File: src/rtl/fcd_pkg.sv
package fcd_pkg;

  typedef enum logic [2:0] {
    ST_IDLE, ST_K1, ST_K2, ST_PROG, ST_E3, ST_E4, ST_E5
  } seq_step_e;

  typedef enum logic [1:0] {
    MD_ARRAY = 2'd0,
    MD_IDENT = 2'd1,
    MD_QUERY = 2'd2
  } rd_mode_e;

  localparam logic [14:0] KEY_ADDR_A = 15'h5555;
  localparam logic [14:0] KEY_ADDR_B = 15'h2AAA;
  localparam logic [7:0]  KEY_D1     = 8'hAA;
  localparam logic [7:0]  KEY_D2     = 8'h55;
  localparam logic [7:0]  OP_PROG    = 8'hA0;
  localparam logic [7:0]  OP_ERASE   = 8'h80;
  localparam logic [7:0]  OP_ID      = 8'h90;
  localparam logic [7:0]  OP_QUERY   = 8'h98;
  localparam logic [7:0]  OP_EXIT    = 8'hF0;
  localparam logic [7:0]  OP_CHIP    = 8'h10;
  localparam logic [7:0]  OP_SECT    = 8'h30;
  localparam logic [7:0]  OP_BLK     = 8'h50;
  localparam logic [7:0]  MFR_CODE   = 8'hBF;

  // device code depends on array size
  function automatic logic [7:0] dev_code(input int aw);
    return (aw >= 21) ? 8'hD9 : 8'hD8;
  endfunction

  // first bytes of the query table
  function automatic logic [7:0] query_byte(input logic [7:0] off);
    case (off)
      8'h10:   return 8'h51;
      8'h11:   return 8'h52;
      8'h12:   return 8'h59;
      default: return 8'h00;
    endcase
  endfunction

endpackage

File: src/rtl/fcd_seq_fsm.sv
module fcd_seq_fsm
  import fcd_pkg::*;
(
  input  logic            clk,
  input  logic            rst_n,
  input  logic            wr_taken,
  input  logic [14:0]     key_addr,
  input  logic [7:0]      wr_data,
  output seq_step_e       step_o,
  output rd_mode_e        mode_o,
  output logic            ev_prog,
  output logic            ev_chip,
  output logic            ev_sect,
  output logic            ev_blk,
  output logic            ev_abort,
  output logic            ev_exit
);

  seq_step_e step_q, step_d;
  rd_mode_e  mode_q, mode_d;
  logic      at_a, at_b;

  assign at_a = (key_addr == KEY_ADDR_A);
  assign at_b = (key_addr == KEY_ADDR_B);

  always_comb begin
    step_d   = step_q;
    mode_d   = mode_q;
    ev_prog  = 1'b0;
    ev_chip  = 1'b0;
    ev_sect  = 1'b0;
    ev_blk   = 1'b0;
    ev_abort = 1'b0;
    ev_exit  = 1'b0;
    if (wr_taken) begin
      if (step_q == ST_PROG) begin
        ev_prog = 1'b1;
        step_d  = ST_IDLE;
      end else if (wr_data == OP_EXIT) begin
        ev_exit = 1'b1;
        step_d  = ST_IDLE;
        mode_d  = MD_ARRAY;
      end else begin
        case (step_q)
          ST_IDLE: if (at_a && wr_data == KEY_D1) step_d = ST_K1;
                   else ev_abort = 1'b1;
          ST_K1:   if (at_b && wr_data == KEY_D2) step_d = ST_K2;
                   else ev_abort = 1'b1;
          ST_K2: begin
            if (!at_a) ev_abort = 1'b1;
            else begin
              case (wr_data)
                OP_PROG:  step_d = ST_PROG;
                OP_ERASE: step_d = ST_E3;
                OP_ID:    begin mode_d = MD_IDENT; step_d = ST_IDLE; end
                OP_QUERY: begin mode_d = MD_QUERY; step_d = ST_IDLE; end
                default:  ev_abort = 1'b1;
              endcase
            end
          end
          ST_E3:   if (at_a && wr_data == KEY_D1) step_d = ST_E4;
                   else ev_abort = 1'b1;
          ST_E4:   if (at_b && wr_data == KEY_D2) step_d = ST_E5;
                   else ev_abort = 1'b1;
          ST_E5: begin
            step_d = ST_IDLE;
            if (wr_data == OP_CHIP && at_a) ev_chip = 1'b1;
            else if (wr_data == OP_SECT)    ev_sect = 1'b1;
            else if (wr_data == OP_BLK)     ev_blk  = 1'b1;
            else                            ev_abort = 1'b1;
          end
          default: ev_abort = 1'b1;
        endcase
        if (ev_abort) begin
          step_d = ST_IDLE;
          mode_d = MD_ARRAY;
        end
      end
    end
  end

  always_ff @(posedge clk or negedge rst_n) begin
    if (!rst_n) begin
      step_q <= ST_IDLE;
      mode_q <= MD_ARRAY;
    end else begin
      step_q <= step_d;
      mode_q <= mode_d;
    end
  end

  assign step_o = step_q;
  assign mode_o = mode_q;

  // no state change without an accepted write
  p_hold_when_idle_r11: assert property (@(posedge clk) disable iff (!rst_n)
    !wr_taken |=> $stable(step_q) && $stable(mode_q));

  // mismatch returns to array read with cleared step
  p_abort_to_read_r10: assert property (@(posedge clk) disable iff (!rst_n)
    ev_abort |=> (mode_q == MD_ARRAY) && (step_q == ST_IDLE));

  // exit clears mode
  p_exit_clears_r9: assert property (@(posedge clk) disable iff (!rst_n)
    ev_exit |=> (mode_q == MD_ARRAY));

  // armed program step always consumes the next accepted write
  p_prog_consumes_r3: assert property (@(posedge clk) disable iff (!rst_n)
    (step_q == ST_PROG) && wr_taken |=> (step_q == ST_IDLE));

endmodule

File: src/rtl/fcd_req_gen.sv
module fcd_req_gen #(
  parameter int ADDR_W = 20
) (
  input  logic              clk,
  input  logic              rst_n,
  input  logic              wr_taken,
  input  logic [ADDR_W-1:0] wr_addr,
  input  logic [7:0]        wr_data,
  input  logic              ev_prog,
  input  logic              ev_chip,
  input  logic              ev_sect,
  input  logic              ev_blk,
  output logic              prog_req,
  output logic [ADDR_W-1:0] prog_addr,
  output logic [7:0]        prog_data,
  output logic              chip_req,
  output logic              sect_req,
  output logic [ADDR_W-13:0] sect_addr,
  output logic              blk_req,
  output logic [ADDR_W-17:0] blk_addr
);

  localparam int SECT_SH = 12;
  localparam int BLK_SH  = 16;
  localparam int SECT_W  = ADDR_W - SECT_SH;
  localparam int BLK_W   = ADDR_W - BLK_SH;

  function automatic logic [SECT_W-1:0] sector_of(input logic [ADDR_W-1:0] a);
    return a[ADDR_W-1:SECT_SH];
  endfunction

  function automatic logic [BLK_W-1:0] block_of(input logic [ADDR_W-1:0] a);
    return a[ADDR_W-1:BLK_SH];
  endfunction

  always_ff @(posedge clk or negedge rst_n) begin
    if (!rst_n) begin
      prog_req  <= 1'b0;
      chip_req  <= 1'b0;
      sect_req  <= 1'b0;
      blk_req   <= 1'b0;
      prog_addr <= '0;
      prog_data <= '0;
      sect_addr <= '0;
      blk_addr  <= '0;
    end else begin
      prog_req <= ev_prog;
      chip_req <= ev_chip;
      sect_req <= ev_sect;
      blk_req  <= ev_blk;
      if (ev_prog) begin
        prog_addr <= wr_addr;
        prog_data <= wr_data;
      end
      if (ev_sect) sect_addr <= sector_of(wr_addr);
      if (ev_blk)  blk_addr  <= block_of(wr_addr);
    end
  end

  // requests are exclusive
  p_req_exclusive_r12: assert property (@(posedge clk) disable iff (!rst_n)
    $onehot0({prog_req, chip_req, sect_req, blk_req}));

  // every request traces back to an accepted write
  p_req_from_write_r11: assert property (@(posedge clk) disable iff (!rst_n)
    (prog_req || chip_req || sect_req || blk_req) |-> $past(wr_taken));

  // a request never lasts two cycles
  p_req_single_r12: assert property (@(posedge clk) disable iff (!rst_n)
    prog_req |=> !prog_req);

  // sector number holds between sector requests
  p_sect_hold_r5: assert property (@(posedge clk) disable iff (!rst_n)
    !ev_sect |=> $stable(sect_addr));

endmodule

File: src/rtl/fcd_ident_rd.sv
module fcd_ident_rd
  import fcd_pkg::*;
#(
  parameter int ADDR_W = 20
) (
  input  rd_mode_e          mode,
  input  logic [ADDR_W-1:0] rd_addr,
  output logic              ident_hit,
  output logic [7:0]        ident_data
);

  localparam logic [ADDR_W-1:0] ADDR_MFR = '0;
  localparam logic [ADDR_W-1:0] ADDR_DEV = ADDR_W'(1);

  always_comb begin
    ident_hit  = 1'b0;
    ident_data = 8'h00;
    case (mode)
      MD_IDENT: begin
        ident_hit = 1'b1;
        if (rd_addr == ADDR_MFR)      ident_data = MFR_CODE;
        else if (rd_addr == ADDR_DEV) ident_data = dev_code(ADDR_W);
      end
      MD_QUERY: begin
        ident_hit = 1'b1;
        if (rd_addr[ADDR_W-1:8] == '0) ident_data = query_byte(rd_addr[7:0]);
      end
      default: ;
    endcase
  end

endmodule

File: src/rtl/flash_cmd_decoder.sv
module flash_cmd_decoder
  import fcd_pkg::*;
#(
  parameter int ADDR_W = 20
) (
  input  logic              clk,
  input  logic              rst_n,
  input  logic              wr_en,
  input  logic [ADDR_W-1:0] wr_addr,
  input  logic [7:0]        wr_data,
  input  logic              busy,
  input  logic [ADDR_W-1:0] rd_addr,
  output logic [1:0]        rd_mode,
  output logic              ident_hit,
  output logic [7:0]        ident_data,
  output logic              prog_req,
  output logic [ADDR_W-1:0] prog_addr,
  output logic [7:0]        prog_data,
  output logic              chip_erase_req,
  output logic              sector_erase_req,
  output logic [ADDR_W-13:0] sector_addr,
  output logic              block_erase_req,
  output logic [ADDR_W-17:0] block_addr
);

  logic      wr_taken;
  seq_step_e step;
  rd_mode_e  mode;
  logic      ev_prog, ev_chip, ev_sect, ev_blk, ev_abort, ev_exit;

  assign wr_taken = wr_en && !busy;

  fcd_seq_fsm u_fsm (
    .clk      (clk),
    .rst_n    (rst_n),
    .wr_taken (wr_taken),
    .key_addr (wr_addr[14:0]),
    .wr_data  (wr_data),
    .step_o   (step),
    .mode_o   (mode),
    .ev_prog  (ev_prog),
    .ev_chip  (ev_chip),
    .ev_sect  (ev_sect),
    .ev_blk   (ev_blk),
    .ev_abort (ev_abort),
    .ev_exit  (ev_exit)
  );

  fcd_req_gen #(.ADDR_W(ADDR_W)) u_req (
    .clk       (clk),
    .rst_n     (rst_n),
    .wr_taken  (wr_taken),
    .wr_addr   (wr_addr),
    .wr_data   (wr_data),
    .ev_prog   (ev_prog),
    .ev_chip   (ev_chip),
    .ev_sect   (ev_sect),
    .ev_blk    (ev_blk),
    .prog_req  (prog_req),
    .prog_addr (prog_addr),
    .prog_data (prog_data),
    .chip_req  (chip_erase_req),
    .sect_req  (sector_erase_req),
    .sect_addr (sector_addr),
    .blk_req   (block_erase_req),
    .blk_addr  (block_addr)
  );

  fcd_ident_rd #(.ADDR_W(ADDR_W)) u_ident (
    .mode       (mode),
    .rd_addr    (rd_addr),
    .ident_hit  (ident_hit),
    .ident_data (ident_data)
  );

  assign rd_mode = mode;

  // array mode never claims the read port
  p_array_no_hit_r13: assert property (@(posedge clk) disable iff (!rst_n)
    (rd_mode == 2'd0) |-> !ident_hit);

  // the step returns to idle after an abort or exit, never left mid-way
  p_idle_after_end_r10: assert property (@(posedge clk) disable iff (!rst_n)
    (ev_abort || ev_exit) |=> (step == ST_IDLE));

endmodule

File: config.mk
export PLATFORM = sky130hd
export DESIGN_NAME = flash_cmd_decoder
export DESIGN_NICKNAME = d
export VERILOG_FILES = /design/src/rtl/fcd_pkg.sv /design/src/rtl/fcd_seq_fsm.sv /design/src/rtl/fcd_req_gen.sv /design/src/rtl/fcd_ident_rd.sv /design/src/rtl/flash_cmd_decoder.sv
export SDC_FILE = /design/constraint.sdc
export NUM_CORES = 1
export LEC_CHECK = 0
export BUFFER_PORTS_ARGS = -buffer_cell sky130_fd_sc_hd__buf_2
export CAP_MARGIN = 20
export CORE_UTILIZATION = 53
export CTS_BUF_LIST = sky130_fd_sc_hd__clkbuf_4
export DETAILED_ROUTE_END_ITERATION = 12
export PLACE_DENSITY = 0.92
export RECOVER_POWER = 50
export SLEW_MARGIN = 20
export SYNTH_ARGS = -nofsm -noshare
export SYNTH_HDL_FRONTEND = slang
export SYNTH_SLANG_ARGS = --single-unit
File: constraint.sdc
create_clock -name clk -period 2.9 [get_ports clk]
set_clock_uncertainty 0.1 [all_clocks]
set_input_delay 0.435 -clock clk [delete_from_list [all_inputs] [get_ports clk]]
set_output_delay 0.435 -clock clk [all_outputs]
set_load 0.03 [all_outputs]
==> metrics.csv, run 1 <==
stage;metric;value;unit
run_status;run_status;finished, final reports clean;
yosys;synthArstFlopShare;100;%
critical_path;crit_path_top_delay_cell;dfrtp_1;
global_routing;grt_max_degree;50;
route;drc_errors;0;
route;routed-via-count;2020;
min_path;min_to;u_req.sect_addr[3]$_DFFE_PN0P_;
critical_path;cp.arrival;2.18;ns
power_and_ir_drop;peakVddDrop;0.417;mV
layout;area_growth;23.1;%
placed_design;gp_congestion;0.873;
global_routing;grt.total_usage;23.1;%
timing;fmax;369;MHz
critical_path;r2r_start;u_fsm.step_o[1]$_DFFE_PN0P_;
placed_design;place_hpwl;4290;um
yosys;ys_warn_count;0;
timing;relSlewSlack;22.7;%
critical_path;critPathMaxStageDelay;0.43;ns
route;via_per_inst;5.66;
yosys;syn_avg_cell_area;12.6;um^2
layout;finalNonFillerCells;357;
clocking;cts-root-buf;clkbuf_4;
critical_path;critPathKind;register to output port;
placed_design;numPlacedInstances;349;
clocking;cts_max_level;2;
min_path;hold_path_depth;2;
layout;diodes;0;
route;drtIter0Drc;78;
yosys;syn_inst;197;
layout;nets;359;
timing;maxSlewViolCount;0;
route;totalWireLength;5540;um
clocking;cts_tree;done;
critical_path;start_kind;register;
clocking;cts.sinks;49;
timing;setup_ws;0.186;ns
timing;worst_pin_slew;1.16;ns
floorplanning;coreArea;4410;um^2
clocking;cts_buffers;5;
floorplanning;rows;24;
flow_run;maxCapViolations;0;
critical_path;required;2.37;ns
critical_path;cp-end-kind;output port;
floorplanning;start_util;56.2;%
clocking;post-cts-setup-buffers;0;
yosys;ys_seq_elements;49;
global_routing;first_global_vias;1995;
yosys;synth.cell_area;2480;um^2
clocking;cts.path.max_buffers;2;
timing;final.min_clock_period;2.71;ns
critical_path;crit_chain;inv_1, ha_1, nor4b_1, nand2_1, inv_2, a32o_1, and3_1, buf_2;
timing;final.setup.tns;0;ns
floorplanning;ios;107;
route;dr.pass1.iters;6;
yosys;synth_cell_types;52;
critical_path;r2r_cells;4;
floorplanning;die_y;70.4;um
global_routing;gr-total-overflow;0;
critical_path;crit_path_max_fanout;5;
critical_path;rrSetupSlack;0.71;ns
route;ant_nets;0;
timing;hold_slack;0.207;ns
critical_path;r2r-end;u_req.blk_addr[2]$_DFFE_PN0P_;
global_routing;grt_pass1_wl;8940;um
power_and_ir_drop;powerDensity;530;nW/um^2
timing;finalSetupViolCount;0;
timing;final_hold_viol_count;0;
min_path;hp-class;primary input to register;
global_routing;antenna_found_initial;0;
yosys;synth_edf_count;0;
timing;period_share;93.6;%
layout;post_route_cells_drive_above_1_share;45.2;%
placed_design;portBuffers;106;
power_and_ir_drop;p_leak;0.00156;uW
clocking;clk_pin_slew_worst_paths;0.13;ns
yosys;ys.flop_type;dfrtp_1;
min_path;min_from;wr_addr[15];
floorplanning;dieArea;4950;um^2
timing;rsz0062_at_grt;no;
yosys;ys_seq_area_share;49.5;%
placed_design;pre_cts_slack;0.346;ns
route;wl_per_cell;15.5;um
floorplanning;die_x;70.4;um
clocking;clk_latency;0.36;ns
yosys;syn-num-nets;251;
-- cell type report --
| type | instances | area (um^2) |
|---|---|---|
| Clock buffer | 6 | 45.0 |
| Clock inverter | 1 | 8.76 |
| Fill cell | 334 | 1360 |
| Inverter | 7 | 26.3 |
| Multi-Input combinational cell | 133 | 1160 |
| Sequential cell | 49 | 1230 |
| Tap cell | 52 | 65.1 |
| Timing Repair Buffer | 109 | 523 |
-- routing by layer --
layer / global-route usage (%) / routed length [um]
met2: 41.3 / 2840
met1: 26.8 / 2260
met5: 0 / 0
met4: 6.89 / 46
met3: 6.06 / 393
-- report_power, final --
part | internal (uW) | switching, uW | leakage [uW]
Clock | 102 | 211 | 0.0000317
Combinational | 162 | 311 | 0.000870
Sequential | 773 | 58.2 | 0.000663
-- logic make-up after synthesis --
kind of cell | after synthesis | synth area share, %
DFF | 49 | 49.5
xor gates and xnor gates | 1 | 0.353
and+or+nand+nor | 68 | 18.6
adders and majority gates | 2 | 1.01
muxes | 40 | 19.4
buffers and inverters | 15 | 3.63
AOI/OAI and AO/OA | 22 | 7.57
-- stage by stage --
stage / power (uW) / instance area (um^2) / utilization, %
floorplan: 1160 / 2480 / -
detailed placement: 1330 / 3030 / 68.6
global placement: 1310 / 3030 / 68.6
finish: 1620 / 3050 / 69.1
CTS: 1640 / 3080 / 69.8
global route: 1690 / 3050 / 69.1
-- worst max path at each step --
stage                                      from             to  slack, ns  cells after the start
floorplan           u_fsm.mode_o[0]$_DFFE_PN0P_  ident_data[5]       0.32                      6
global placement                     rd_addr[3]  ident_data[1]       0.50                      7
detailed placement                   rd_addr[9]  ident_data[1]       0.35                      7
CTS                 u_fsm.mode_o[0]$_DFFE_PN0P_  ident_data[1]       0.15                      6
global route        u_fsm.mode_o[0]$_DFFE_PN0P_  ident_data[6]       0.02                      8
finish              u_fsm.mode_o[0]$_DFFE_PN0P_  ident_data[6]       0.19                      8
-- worst max-delay path, delay by kind of cell, from the launching register on --
kind | cells | cell delay (ns)
simple gates | 3 | 0.57
flops | 1 | 0.43
buf+inv | 3 | 0.35
fa+ha+maj | 1 | 0.34
compound gates | 1 | 0.13
-- placed cells by master (no fill, tap or decap), types with 2 or more instances in the layout --
master,n
mux2_2,28
nor4bb_1,3
a32oi_1,2
nor3_1,3
inv_1,6
nor2b_1,2
nand3b_1,4
and3_1,2
nand4_1,4
buf_4,2
nor2_1,10
nor4b_1,3
nor4_1,4
nand3_1,4
ha_1,2
nand2_1,13
clkbuf_1,26
o41ai_1,2
buf_2,79
nand2b_1,2
o21ai_1,4
a22oi_1,2
clkbuf_4,6
mux2_4,8
dfrtp_1,49
mux2_1,4
-- cell usage after synthesis (all sizes together) (2+ instances only) --
library cell / number / area [um^2]
dfrtp: 49 / 1230
mux2: 40 / 480
nand2: 14 / 55.1
nor2: 11 / 41.3
buf: 7 / 50.1
inv: 7 / 26.3
nor4: 6 / 67.6
o21ai: 5 / 25.0
nand3: 4 / 20.0
nand3b: 4 / 30.0
nand4: 4 / 25.0
nor3: 4 / 31.3
nor4b: 3 / 26.3
nor4bb: 3 / 30.0
o41ai: 3 / 33.8
a22oi: 2 / 15.0
a32oi: 2 / 17.5
and3: 2 / 12.5
ha: 2 / 25.0
nand2b: 2 / 12.5
nand4b: 2 / 38.8
nor2b: 2 / 12.5
-- state kept, by name (all words and copies together) (netlist names) --
name / flops
u_fsm.step_o: 3
u_req.prog_req: 1
u_req.prog_addr: 20
u_fsm.mode_o: 2
u_req.blk_addr: 4
u_req.blk_req: 1
u_req.sect_addr: 8
u_req.prog_data: 8
u_req.sect_req: 1
u_req.chip_req: 1
-- timing repair --
| item | in CTS | in global routing |
|---|---|---|
| setup endpoints to repair | 0 | 4 |
| endpoints found under the hold margin | 0 | 1 |
| hold buffers | 0 | 1 |
| gates resized for setup | 0 | 1 |
Power figures use the tool's default switching activity.
==> inputs of run 2 (changes only) <==
==> constraint.sdc (replaced) <==
create_clock -name clk -period 2.9 [get_ports clk]
set_clock_uncertainty 0.1 [all_clocks]
set_input_delay 0.435 -clock clk [delete_from_list [all_inputs] [get_ports clk]]
set_output_delay 0.435 -clock clk [all_outputs]
set_load 0.1 [all_outputs]
==> run 2 against run 1 <==
  * Cell area up 4.9%
  * The run now ends with max-capacitance violations, max-slew violations left
  * Worst hold slack worse by 0.026 ns
  * Clock power up 35%
  * Final cell count up 0.84%
  * Fmax down 4.1%
  * Global-route usage up 2.4 points
  * Sequential share of layout area down 1.7 points
  * Via count up 1.0%
  * Critical path type unchanged
  * Largest cell class unchanged
  * Clock-buffer cell count down 1
  * Combinational power up 100%
==> metrics.csv, run 2 (same netlist as run 1, synthesis figures left out) <==
stage;metric;value;unit;change
critical_path;start_kind;register;;
clocking;cts_tree;done;;
layout;largest_registers;u_req.prog_addr: 20 flops, u_req.prog_data: 8 flops, u_req.sect_addr: 8 flops;;
timing;final_hold_viol_count;0;;unchanged
global_routing;antenna_found_initial;0;;unchanged
route;via_per_inst;5.67;;+0.20%
layout;area_growth;29.1;%;
global_routing;grt.total_usage;25.5;%;+2.4 points
layout;largest-register;u_req.prog_addr;;
critical_path;crit_path_top_delay_cell;dfrtp_4;;
critical_path;critPathMaxStageDelay;0.53;ns;+0.10 ns
timing;worst_pin_slew;1.57;ns;+0.411 ns
min_path;hp-class;primary input to register;;
critical_path;cp-end-kind;output port;;
timing;maxSlewViolCount;31;;+31
route;routed-via-count;2041;;+1.0%
critical_path;path_buf_inv;2;;-1
power_and_ir_drop;p_leak;0.00159;uW;+1.4%
floorplanning;dieArea;4950;um^2;unchanged
layout;final_cell_mix;buf_2 (77), dfrtp_1 (47), mux2_2 (28), clkbuf_1 (23), nand2_1 (12);;
route;drtIter0Drc;87;;+12%
flow_run;maxCapViolations;1;;+1
floorplanning;ios;107;;unchanged
layout;final_common_cell;buf_2;;
critical_path;cp.arrival;2.29;ns;+0.11 ns
clocking;clk_latency;0.38;ns;+0.02 ns
clocking;cts_buffers;5;;unchanged
layout;nets;361;;+0.56%
global_routing;first_global_vias;2216;;+11%
route;wl_per_cell;16.5;um;+6.0%
clocking;cts_max_level;2;;unchanged
critical_path;critPathTopFamily;simple AND/OR/NAND/NOR gates;;
timing;relSlewSlack;-4.73;%;-27 points
timing;fmax;353;MHz;-4.1%
run_status;violations;max-capacitance violations, max-slew violations;;
timing;final.min_clock_period;2.83;ns;+0.115 ns
placed_design;portBuffers;106;;unchanged
clocking;cts.path.max_buffers;2;;unchanged
route;dr.pass1.iters;4;;-2
layout;fin_util;72.5;%;+3.4 points
route;ant_nets;0;;unchanged
layout;post_route_cells_drive_above_1_share;49.0;%;+3.8 points
floorplanning;coreArea;4410;um^2;unchanged
power_and_ir_drop;total_power;2210;uW;+37%
global_routing;grt_max_degree;31;;-38%
critical_path;required;2.37;ns;about the same
critical_path;crit_path_max_fanout;5;;unchanged
clocking;clk_pin_slew_worst_paths;0.16;ns;+0.03 ns
critical_path;crit_chain;ha_1, nor4b_4, nand2_2, inv_6, a32o_1, and3_4, buf_12;;
layout;largest_reg_flops;20;;unchanged
placed_design;gp_congestion;0.813;;-6.9%
layout;fill_cells;311;;-6.9%
power_and_ir_drop;powerDensity;690;nW/um^2;+30%
power_and_ir_drop;peakVddDrop;0.595;mV;+43%
floorplanning;die_y;70.4;um;unchanged
run_status;run_status;finished, violations left;;
floorplanning;start_util;56.2;%;unchanged
floorplanning;rows;24;;unchanged
global_routing;gr-total-overflow;0;;unchanged
route;totalWireLength;5930;um;+6.9%
clocking;cts.sinks;49;;unchanged
route;drc_errors;0;;unchanged
layout;diodes;0;;unchanged
clocking;cts-root-buf;clkbuf_4;;
global_routing;grt_pass1_wl;9800;um;+9.7%
critical_path;rrSetupSlack;0.62;ns;-0.09 ns
critical_path;critPathKind;register to output port;;
timing;period_share;97.5;%;+4.0 points
placed_design;place_hpwl;4490;um;+4.6%
timing;finalSetupViolCount;0;;unchanged
timing;hold_slack;0.181;ns;-0.0261 ns
floorplanning;die_x;70.4;um;unchanged
[run 2: cell types whose count changed in the layout (fill, tap and decap cells not counted), sizes merged]
cell	delta
buf	+2
bufinv	+1
clkbuf	-1
clkinv	-1
clkinvlp	+1
inv	+1
[run 2: report_power, final]
| group | switching, uW | internal [uW] | total [uW] |
|---|---|---|---|
| sequential | 59.3 | 773 | 832 |
| combinational | 791 | 162 | 954 |
| clock | 237 | 187 | 424 |
| total | 1090 | 1120 | 2210 |
[run 2: area by class of cell]
cell class / instances / area [um^2] / share of cell area, %
sequential: 49 / 1230 / 38.5
timing repair buffer: 111 / 602 / 18.8
clock inverter: 3 / 48.8 / 1.52
inverter: 7 / 31.3 / 0.977
tap: 52 / 65.1 / 2.03
clock buffer: 5 / 37.5 / 1.17
multi-input combinational: 133 / 1180 / 36.9
[run 2: final timing paths]
path                            depth (start not counted)                              end                           from
worst max register to register                          5   u_req.sect_addr[6]$_DFFE_PN0P_    u_fsm.step_o[1]$_DFFE_PN0P_
min in group asynchronous                               2  u_req.prog_addr[15]$_DFFE_PN0P_                          rst_n
worst min-delay path                                    2  u_req.prog_addr[15]$_DFFE_PN0P_                    wr_addr[15]
worst max-delay path                                    7                    ident_data[6]    u_fsm.mode_o[1]$_DFFE_PN0P_
max in group asynchronous                               3   u_req.prog_data[5]$_DFFE_PN0P_                          rst_n
worst min register to register                          1    u_req.blk_addr[0]$_DFFE_PN0P_  u_req.blk_addr[0]$_DFFE_PN0P_
[run 2: what timing repair did]
| action | 4_1_cts | 5_1_grt |
|---|---|---|
| setup buffers | 0 | 2 |
| pin swaps | 0 | 1 |
| hold buffers | 1 | 0 |
| endpoints found under the hold margin | 29 | 0 |
| endpoints found under the setup margin | 4 | 4 |
| gates resized for setup | 3 | 3 |
[run 2: worst reg2reg max path: cells and delay by family (launching register included)]
kind	cells	cell delay, ns
DFF	1	0.53
muxes	1	0.51
and+or+nand+nor	4	1.05
[run 2: per-layer routing]
| layer | routed length [um] | GRT usage (%) | vias to the layer above |
|---|---|---|---|
| met4 | 90 | 10.2 | 0 |
| met3 | 515 | 7.36 | 11 |
| met2 | 3110 | 44.8 | 106 |
| met1 | 2210 | 28.8 | 973 |
| li1 | - | - | 951 |
| met5 | 0 | 0 | - |
[run 2: metrics by stage]
step	setup WS, ns	cell area (um^2)	cells	setup TNS [ns]
floorplan	0.00118	2520	197	0
global placement	0.316	3120	349	0
detailed placement	0.231	3120	349	0
CTS	0.0722	3240	358	0
global route	-0.0216	3200	360	-0.0423
finish	0.0711	3200	360	0
